<file path="src/rtl/enc_speed_window.sv">
module enc_speed_window #(
  parameter int W = 32
) (
  input  logic         clk,
  input  logic         rst,
  input  logic         vel_pulse,
  input  logic         reload_we,
  input  logic [W-1:0] reload_wdata,
  input  logic         restart,
  input  logic         flag_ack,
  output logic [W-1:0] reload_val,
  output logic [W-1:0] timer_val,
  output logic [W-1:0] pulse_cnt,
  output logic [W-1:0] capture_val,
  output logic         win_irq,
  output logic         win_flag
);
  localparam logic [W-1:0] ONES = '1;
  localparam logic [W-1:0] ONE  = W'(1);

  logic expire;
  assign expire = (timer_val == '0) && !restart;

  always_ff @(posedge clk) begin
    if (rst) reload_val <= ONES;
    else if (reload_we) reload_val <= reload_wdata;
  end

  always_ff @(posedge clk) begin
    if (rst)                      timer_val <= ONES;
    else if (restart || expire)   timer_val <= reload_val;
    else                          timer_val <= timer_val - ONE;
  end

  always_ff @(posedge clk) begin
    if (rst || restart)  pulse_cnt <= '0;
    else if (expire)     pulse_cnt <= vel_pulse ? ONE : '0;
    else if (vel_pulse)  pulse_cnt <= pulse_cnt + ONE;
  end

  always_ff @(posedge clk) begin
    if (rst)         capture_val <= '0;
    else if (expire) capture_val <= pulse_cnt;
  end

  always_ff @(posedge clk) begin
    if (rst) begin
      win_irq  <= 1'b0;
      win_flag <= 1'b0;
    end else begin
      win_irq  <= expire;
      win_flag <= expire | (win_flag & ~flag_ack);
    end
  end
endmodule


</file>
<file path="config.mk">
export PLATFORM = sky130hd
export DESIGN_NAME = enc_speed_window
export DESIGN_NICKNAME = d
export VERILOG_FILES = /design/src/rtl/enc_speed_window.sv
export SDC_FILE = /design/constraint.sdc
export NUM_CORES = 1
export LEC_CHECK = 0
export ABC_CLOCK_PERIOD_IN_PS = 3800
export BUFFER_PORTS_ARGS = -buffer_cell sky130_fd_sc_hd__buf_4
export CORE_MARGIN = 10
export CORE_UTILIZATION = 25
export DETAILED_ROUTE_END_ITERATION = 7
export SLEW_MARGIN = 40
export SYNTH_ARGS = -nofsm -noshare
export SYNTH_HDL_FRONTEND = slang
export SYNTH_SLANG_ARGS = --single-unit
</file>
<file path="constraint.sdc">
create_clock -name clk -period 3.8 [get_ports clk]
set_clock_uncertainty 0.2 [all_clocks]
set_input_delay 0.19 -clock clk [delete_from_list [all_inputs] [get_ports clk]]
set_output_delay 0.19 -clock clk [all_outputs]
set_load 0.02 [all_outputs]
</file>
---- After elaboration in Yosys (flattened, before gate mapping) ----
Index checks and enable logic that the tools add are counted.
storage, ports and cells
  word-level logic and storage cells ...... 21
  flip-flop bits (word level) ............. 130
operators by class
  reductions and logical operators ........ 6
  add/subtract/negate cells ............... 2
  bitwise logic cells ..................... 3
  multiplexer cells ....................... 4
operators by type and width
  kind                     count
  $mux W32                 3
  $add A32 B1 Y32 const B  1
  $logic_not A32 Y1        1
  $sub A32 B1 Y32 const B  1
  $logic_or A1 B1 Y1       2
  $reduce_bool A2 Y1       1
  $and A1 B1 Y1            1
  $logic_and A1 B1 Y1      1
  $logic_not A1 Y1         1
  $mux W1                  1
  $not A1 Y1               1
  $or A1 B1 Y1             1

---- Logic depth before layout (Yosys ltp) ----
  depth in word-level cells ............... 4
  mapped depth ............................ 9

---- Worst setup path before layout ----
Ideal clock, no wire load.
  path kind ............................... register to register
  start ................................... register timer_val[20]
  end ..................................... register capture_val[19]
  required time ........................... 3.468 ns
  cell stages (with the launch flop) ...... 10
  arrival time ............................ 2.324 ns
  period minus slack after synthesis ...... 2.657 ns
  path slack .............................. 1.143 ns
  library setup time ...................... 0.132 ns
  cells stage by stage .................... dfxtp_1 -> or3_4 -> or4_1 -> buf_2 -> nand4b_4 -> or4_1 -> buf_2 -> buf_6 -> nand2_1 -> a21oi_1
between the ends
  word-level cells in the longest chain between the ends .. 2
RTL lines
  what                    line  RTL
  from (decl)             12    output logic [W-1:0] timer_val,
  from (signal assigned)  31    else if (restart || expire) timer_val <= reload_val;
  from (signal assigned)  32    else timer_val <= timer_val - ONE;
  $logic_not A32 Y1       22    assign expire = (timer_val == '0) && !restart;
  $logic_and A1 B1 Y1     22
  to (signal assigned)    43    else if (expire) capture_val <= pulse_cnt;
  to (decl)               14    output logic [W-1:0] capture_val,
No other way between the ends.
A chain may end at the register's enable or synchronous reset.

---- Final worst setup path ----
  start ................................... register timer_val[20]
  end ..................................... register pulse_cnt[0]
between the ends
  word-level cells in the longest chain between the ends .. 3
  elaborated cells on any way between the ends .. 4
RTL lines
  what                                                   line  RTL
  $logic_not A32 Y1 (*)                                  22
  $logic_and A1 B1 Y1 (*)                                22
  $mux W32 / $reduce_bool A2 Y1 (equally long branches)  n/a
  to (signal assigned)                                   37    else if (expire) pulse_cnt <= vel_pulse ? ONE : '0;
  to (signal assigned)                                   38    else if (vel_pulse) pulse_cnt <= pulse_cnt + ONE;
  to (decl)                                              13    output logic [W-1:0] pulse_cnt,
Mark *: on every way between the ends. The rest lies on a longest branch, timed or not.

==> impl_metrics.py <==
metrics = {
    "run_status": {
        "status": "completed",
    },
    "timing": {
        "slew_headroom_pct": 57.4,
        "setup_viol": 0,
        "finalHoldViolations": 0,
        "drv_slew": 0,
        "rsz0062_at_grt": "false",
        "tns_ns": 0,
        "period_utilization_post_route_pct": 77.2,
        "timing.fmax_ghz": 0.341,
        "fin_ws_ns": 0.867,
        "tightestPinTransition_ns": 0.634,
        "layout_min_cycle_time_ns": 2.93,
    },
    "grt": {
        "grt_pass1_vias": 4882,
        "largest_net_degree_at_the_start_of_global_routing": 53,
        "first_pass_grt_wire_length_um": 26200,
        "globalRouteOverflowTotal": 0,
        "grt_antenna_before_repair": 0,
        "global_route.usage.total_pct": 11.5,
    },
    "placed_design": {
        "gp_routability_congestion": 0.722,
        "post-place-cells": 1018,
        "placed_area_um2": 6830,
        "place.port_buffers": 167,
        "post-place-ws_ns": 0.990,
        "detailed_place_hpwl_um": 11500,
    },
    "logic_synthesis": {
        "async_flop_share_pct": 0,
        "netlist_area_um2": 5310,
        "synthesis.nets": 639,
        "synthDominantAreaCellType": "sky130_fd_sc_hd__dfxtp_1",
        "synth-seq-area-share_pct": 49.0,
        "synth.ff_latch_count": 130,
        "yosys.cell_types.count": 41,
        "syn_avg_cell_area_um2": 8.86,
        "synth_xor_area_share_pct": 9.74,
        "synth_top_family_by_area": "simple AND/OR/NAND/NOR gates",
        "muxShareOfSynthArea_pct": 6.22,
        "area_share_of_the_leading_cell_type_in_the_synthesized_netlist_pct": 49.0,
        "simple_gate_area_share_of_the_yosys_netlist_pct": 23.3,
        "synth-adder-area-share_pct": 0.472,
        "synth-warning-count": 0,
        "netlist_top_cells_area": "sky130_fd_sc_hd__dfxtp_1 (49%), sky130_fd_sc_hd__nand2_1 (9.1%), sky130_fd_sc_hd__mux2i_1 (6.2%)",
        "synth_compound_area_share_pct": 7.90,
        "synthFlopType": "sky130_fd_sc_hd__dfxtp_1",
        "synth-edff-count": 0,
        "synth_cells": 599,
    },
    "worst_hold_path": {
        "hold_end": "capture_val[22]",
        "hold-path-cell-count": 2,
        "timing.hold.worst.class": "input port to flip-flop",
        "holdCritStartpoint": "rst",
    },
    "setup_path": {
        "cell_by_cell_trace_of_the_critical_path": "or3_4, or4_1, nand4b_4, o31a_1, xnor2_1, nor3_1, dlygate4sd3_1",
        "r2r_setup_slack_ns": 0.87,
        "crit_slowest_cell": "sky130_fd_sc_hd__dlygate4sd3_1",
        "critical_path_buf_inv_count": 1,
        "rr_worst_depth": 7,
        "cp_arrival_ns": 3.02,
        "category_of_the_critical_setup_timing_path": "flip-flop to flip-flop",
        "worst_setup_path_end_kind": "flip-flop",
        "r2r_start": "timer_val[20]",
        "worst_setup_path_start_kind": "flip-flop",
        "cp_top_family": "simple AND/OR/NAND/NOR gates",
        "timing.rr.end": "pulse_cnt[0]",
        "worstPathMaxFanout": 8,
        "cp.required_ns": 3.89,
        "max_stage_delay_ns": 0.58,
    },
    "route": {
        "vias": 4765,
        "route.detailed.wl_per_inst_um": 14.9,
        "finalWirelength_um": 16200,
        "firstDrtPassIters": 4,
        "route.detailed.vias_per_inst": 4.40,
        "drt_drc_violations_left": 0,
        "iteration_0_drc_markers": 210,
        "antenna_violating_nets_left": 0,
    },
    "cts": {
        "clkSlewWorstSetupHoldPaths_ns": 0.06,
        "cts-resized-gates": 0,
        "cts_htree_levels": 4,
        "post_cts_hold_buffer_count": 36,
        "tritoncts.num_buffers": 17,
        "clock_tree.root_cell": "sky130_fd_sc_hd__clkbuf_16",
        "clk-insertion-delay-late_ns": 0.41,
        "cts.sinks": 130,
        "clock_tree.buffer_depth": 2,
        "post_cts_setup_driven_buffer_insertion_count": 0,
        "cts_tree": "built",
    },
    "flow_run": {
        "cap_violations": 0,
    },
    "layout": {
        "post_route_cells_drive_above_1_share_pct": 26.5,
        "fillerInstances": 2167,
        "final-instance-count-excl-fill": 1084,
        "antenna_cells_inserted": 0,
        "postLayoutCellArea_um2": 7720,
        "finish.net_count": 838,
        "area.growth.synth_to_final_pct": 45.4,
    },
    "power": {
        "cellPowerDensity_nw_per_um2": 418,
        "worst_ir_drop_vdd_mv": 0.265,
        "cellLeakagePower_nw": 3.11,
        "finalPower_mw": 3.22,
    },
    "floorplan": {
        "dieArea_um2": 27500,
        "floorplan.initialDensity_pct": 25.3,
        "fp.coreArea_um2": 21000,
        "die_w_um": 166,
        "fp.dieH_um": 166,
        "num_io_pins": 168,
        "row_count": 53,
    },
}
==> metal layers <==
| layer | share of wire, % | wire length (um) | vias up | global-route usage (%) |
|---|---|---|---|---|
| li1 | - | - | 2428 | - |
| met1 | 45 | 7350 | 2180 | 13.5 |
| met2 | 45 | 7200 | 141 | 18.0 |
| met3 | 8.4 | 1360 | 16 | 5.42 |
| met4 | 1.6 | 265 | 0 | 4.08 |
| met5 | 0 | 0 | - | 0 |
==> report_power, final <==
part | internal, mW | switching (mW) | total (mW)
combinational | 0.141 | 0.148 | 0.289
clock | 0.919 | 0.567 | 1.49
sequential | 1.40 | 0.0436 | 1.45
total | 2.46 | 0.759 | 3.22
==> stage by stage <==
step / util (%) / hold slack [ns]
2_1_floorplan: - / 0.0674
3_3_place_gp: 32.6 / 0.208
3_5_place_dp: 32.6 / 0.207
4_1_cts: 36.8 / 0.0816
5_1_grt: 36.8 / 0.125
6_report: 36.8 / 0.103
==> cell usage after synthesis (3+ instances only) <==
master,number
sky130_fd_sc_hd__nand2_1,129
sky130_fd_sc_hd__a21oi_1,47
sky130_fd_sc_hd__mux2i_1,33
sky130_fd_sc_hd__or4_1,4
sky130_fd_sc_hd__nor3_1,26
sky130_fd_sc_hd__o211ai_1,16
sky130_fd_sc_hd__and3_1,6
sky130_fd_sc_hd__inv_1,4
sky130_fd_sc_hd__nand3_1,10
sky130_fd_sc_hd__and4_1,5
sky130_fd_sc_hd__dfxtp_1,130
sky130_fd_sc_hd__xor2_1,28
sky130_fd_sc_hd__nor4_1,4
sky130_fd_sc_hd__nor2_1,53
sky130_fd_sc_hd__nand4_1,10
sky130_fd_sc_hd__buf_1,3
sky130_fd_sc_hd__buf_2,12
sky130_fd_sc_hd__clkbuf_1,15
sky130_fd_sc_hd__xnor2_1,31
sky130_fd_sc_hd__or2_2,3
sky130_fd_sc_hd__buf_6,3
sky130_fd_sc_hd__or3_1,5
==> kinds of logic after synthesis <==
group | count (synthesis)
AND/OR/NAND/NOR | 267
flip-flops | 130
AO/OA/AOI/OAI | 71
XOR/XNOR | 59
buffers and inverters | 37
multiplexers | 33
adder cells (fa/ha/maj) | 2
==> state kept, by name, summed over array words and instances (netlist names) <==
register and cells:
reload_val 32, capture_val 32, win_irq 1, timer_val 32
pulse_cnt 32, win_flag 1
==> worst max path at each step <==
stage / startpoint / to / slack, ns / depth (start not counted)
CTS: timer_val[20] / pulse_cnt[0] / 0.87 / 7
global placement: timer_val[20] / timer_val[23] / 0.96 / 6
finish: timer_val[20] / pulse_cnt[0] / 0.87 / 7
detailed placement: timer_val[20] / timer_val[2] / 0.99 / 6
floorplan: timer_val[20] / capture_val[19] / 1.14 / 9
global route: timer_val[20] / pulse_cnt[0] / 0.69 / 7
==> layout make-up <==
type | count | area, um^2 | area share [%]
clock buffers | 23 | 468 | 6.06
inverters | 4 | 15.0 | 0.195
multi-input cells | 432 | 2540 | 32.9
well taps | 275 | 344 | 4.46
repair buffers | 213 | 1690 | 21.9
clock inverters | 7 | 60.1 | 0.778
flip-flops and latches | 130 | 2600 | 33.7
==> placed cells by master, fill, tap and decap left out, types with 10 or more instances in the layout <==
cell type | Yosys | final
sky130_fd_sc_hd__clkbuf_16 | 0 | 17
sky130_fd_sc_hd__dfxtp_1 | 130 | 130
sky130_fd_sc_hd__nand2_1 | 129 | 129
sky130_fd_sc_hd__xnor2_1 | 31 | 31
sky130_fd_sc_hd__a21oi_1 | 47 | 47
sky130_fd_sc_hd__buf_4 | 0 | 177
sky130_fd_sc_hd__o211ai_1 | 16 | 16
sky130_fd_sc_hd__dlygate4sd3_1 | 0 | 36
sky130_fd_sc_hd__xor2_1 | 28 | 28
sky130_fd_sc_hd__nor3_1 | 26 | 26
sky130_fd_sc_hd__nand3_1 | 10 | 10
sky130_fd_sc_hd__nor2_1 | 53 | 52
sky130_fd_sc_hd__mux2i_1 | 33 | 33
sky130_fd_sc_hd__nand4_1 | 10 | 10
No activity file was read; power rests on OpenSTA's default activity.
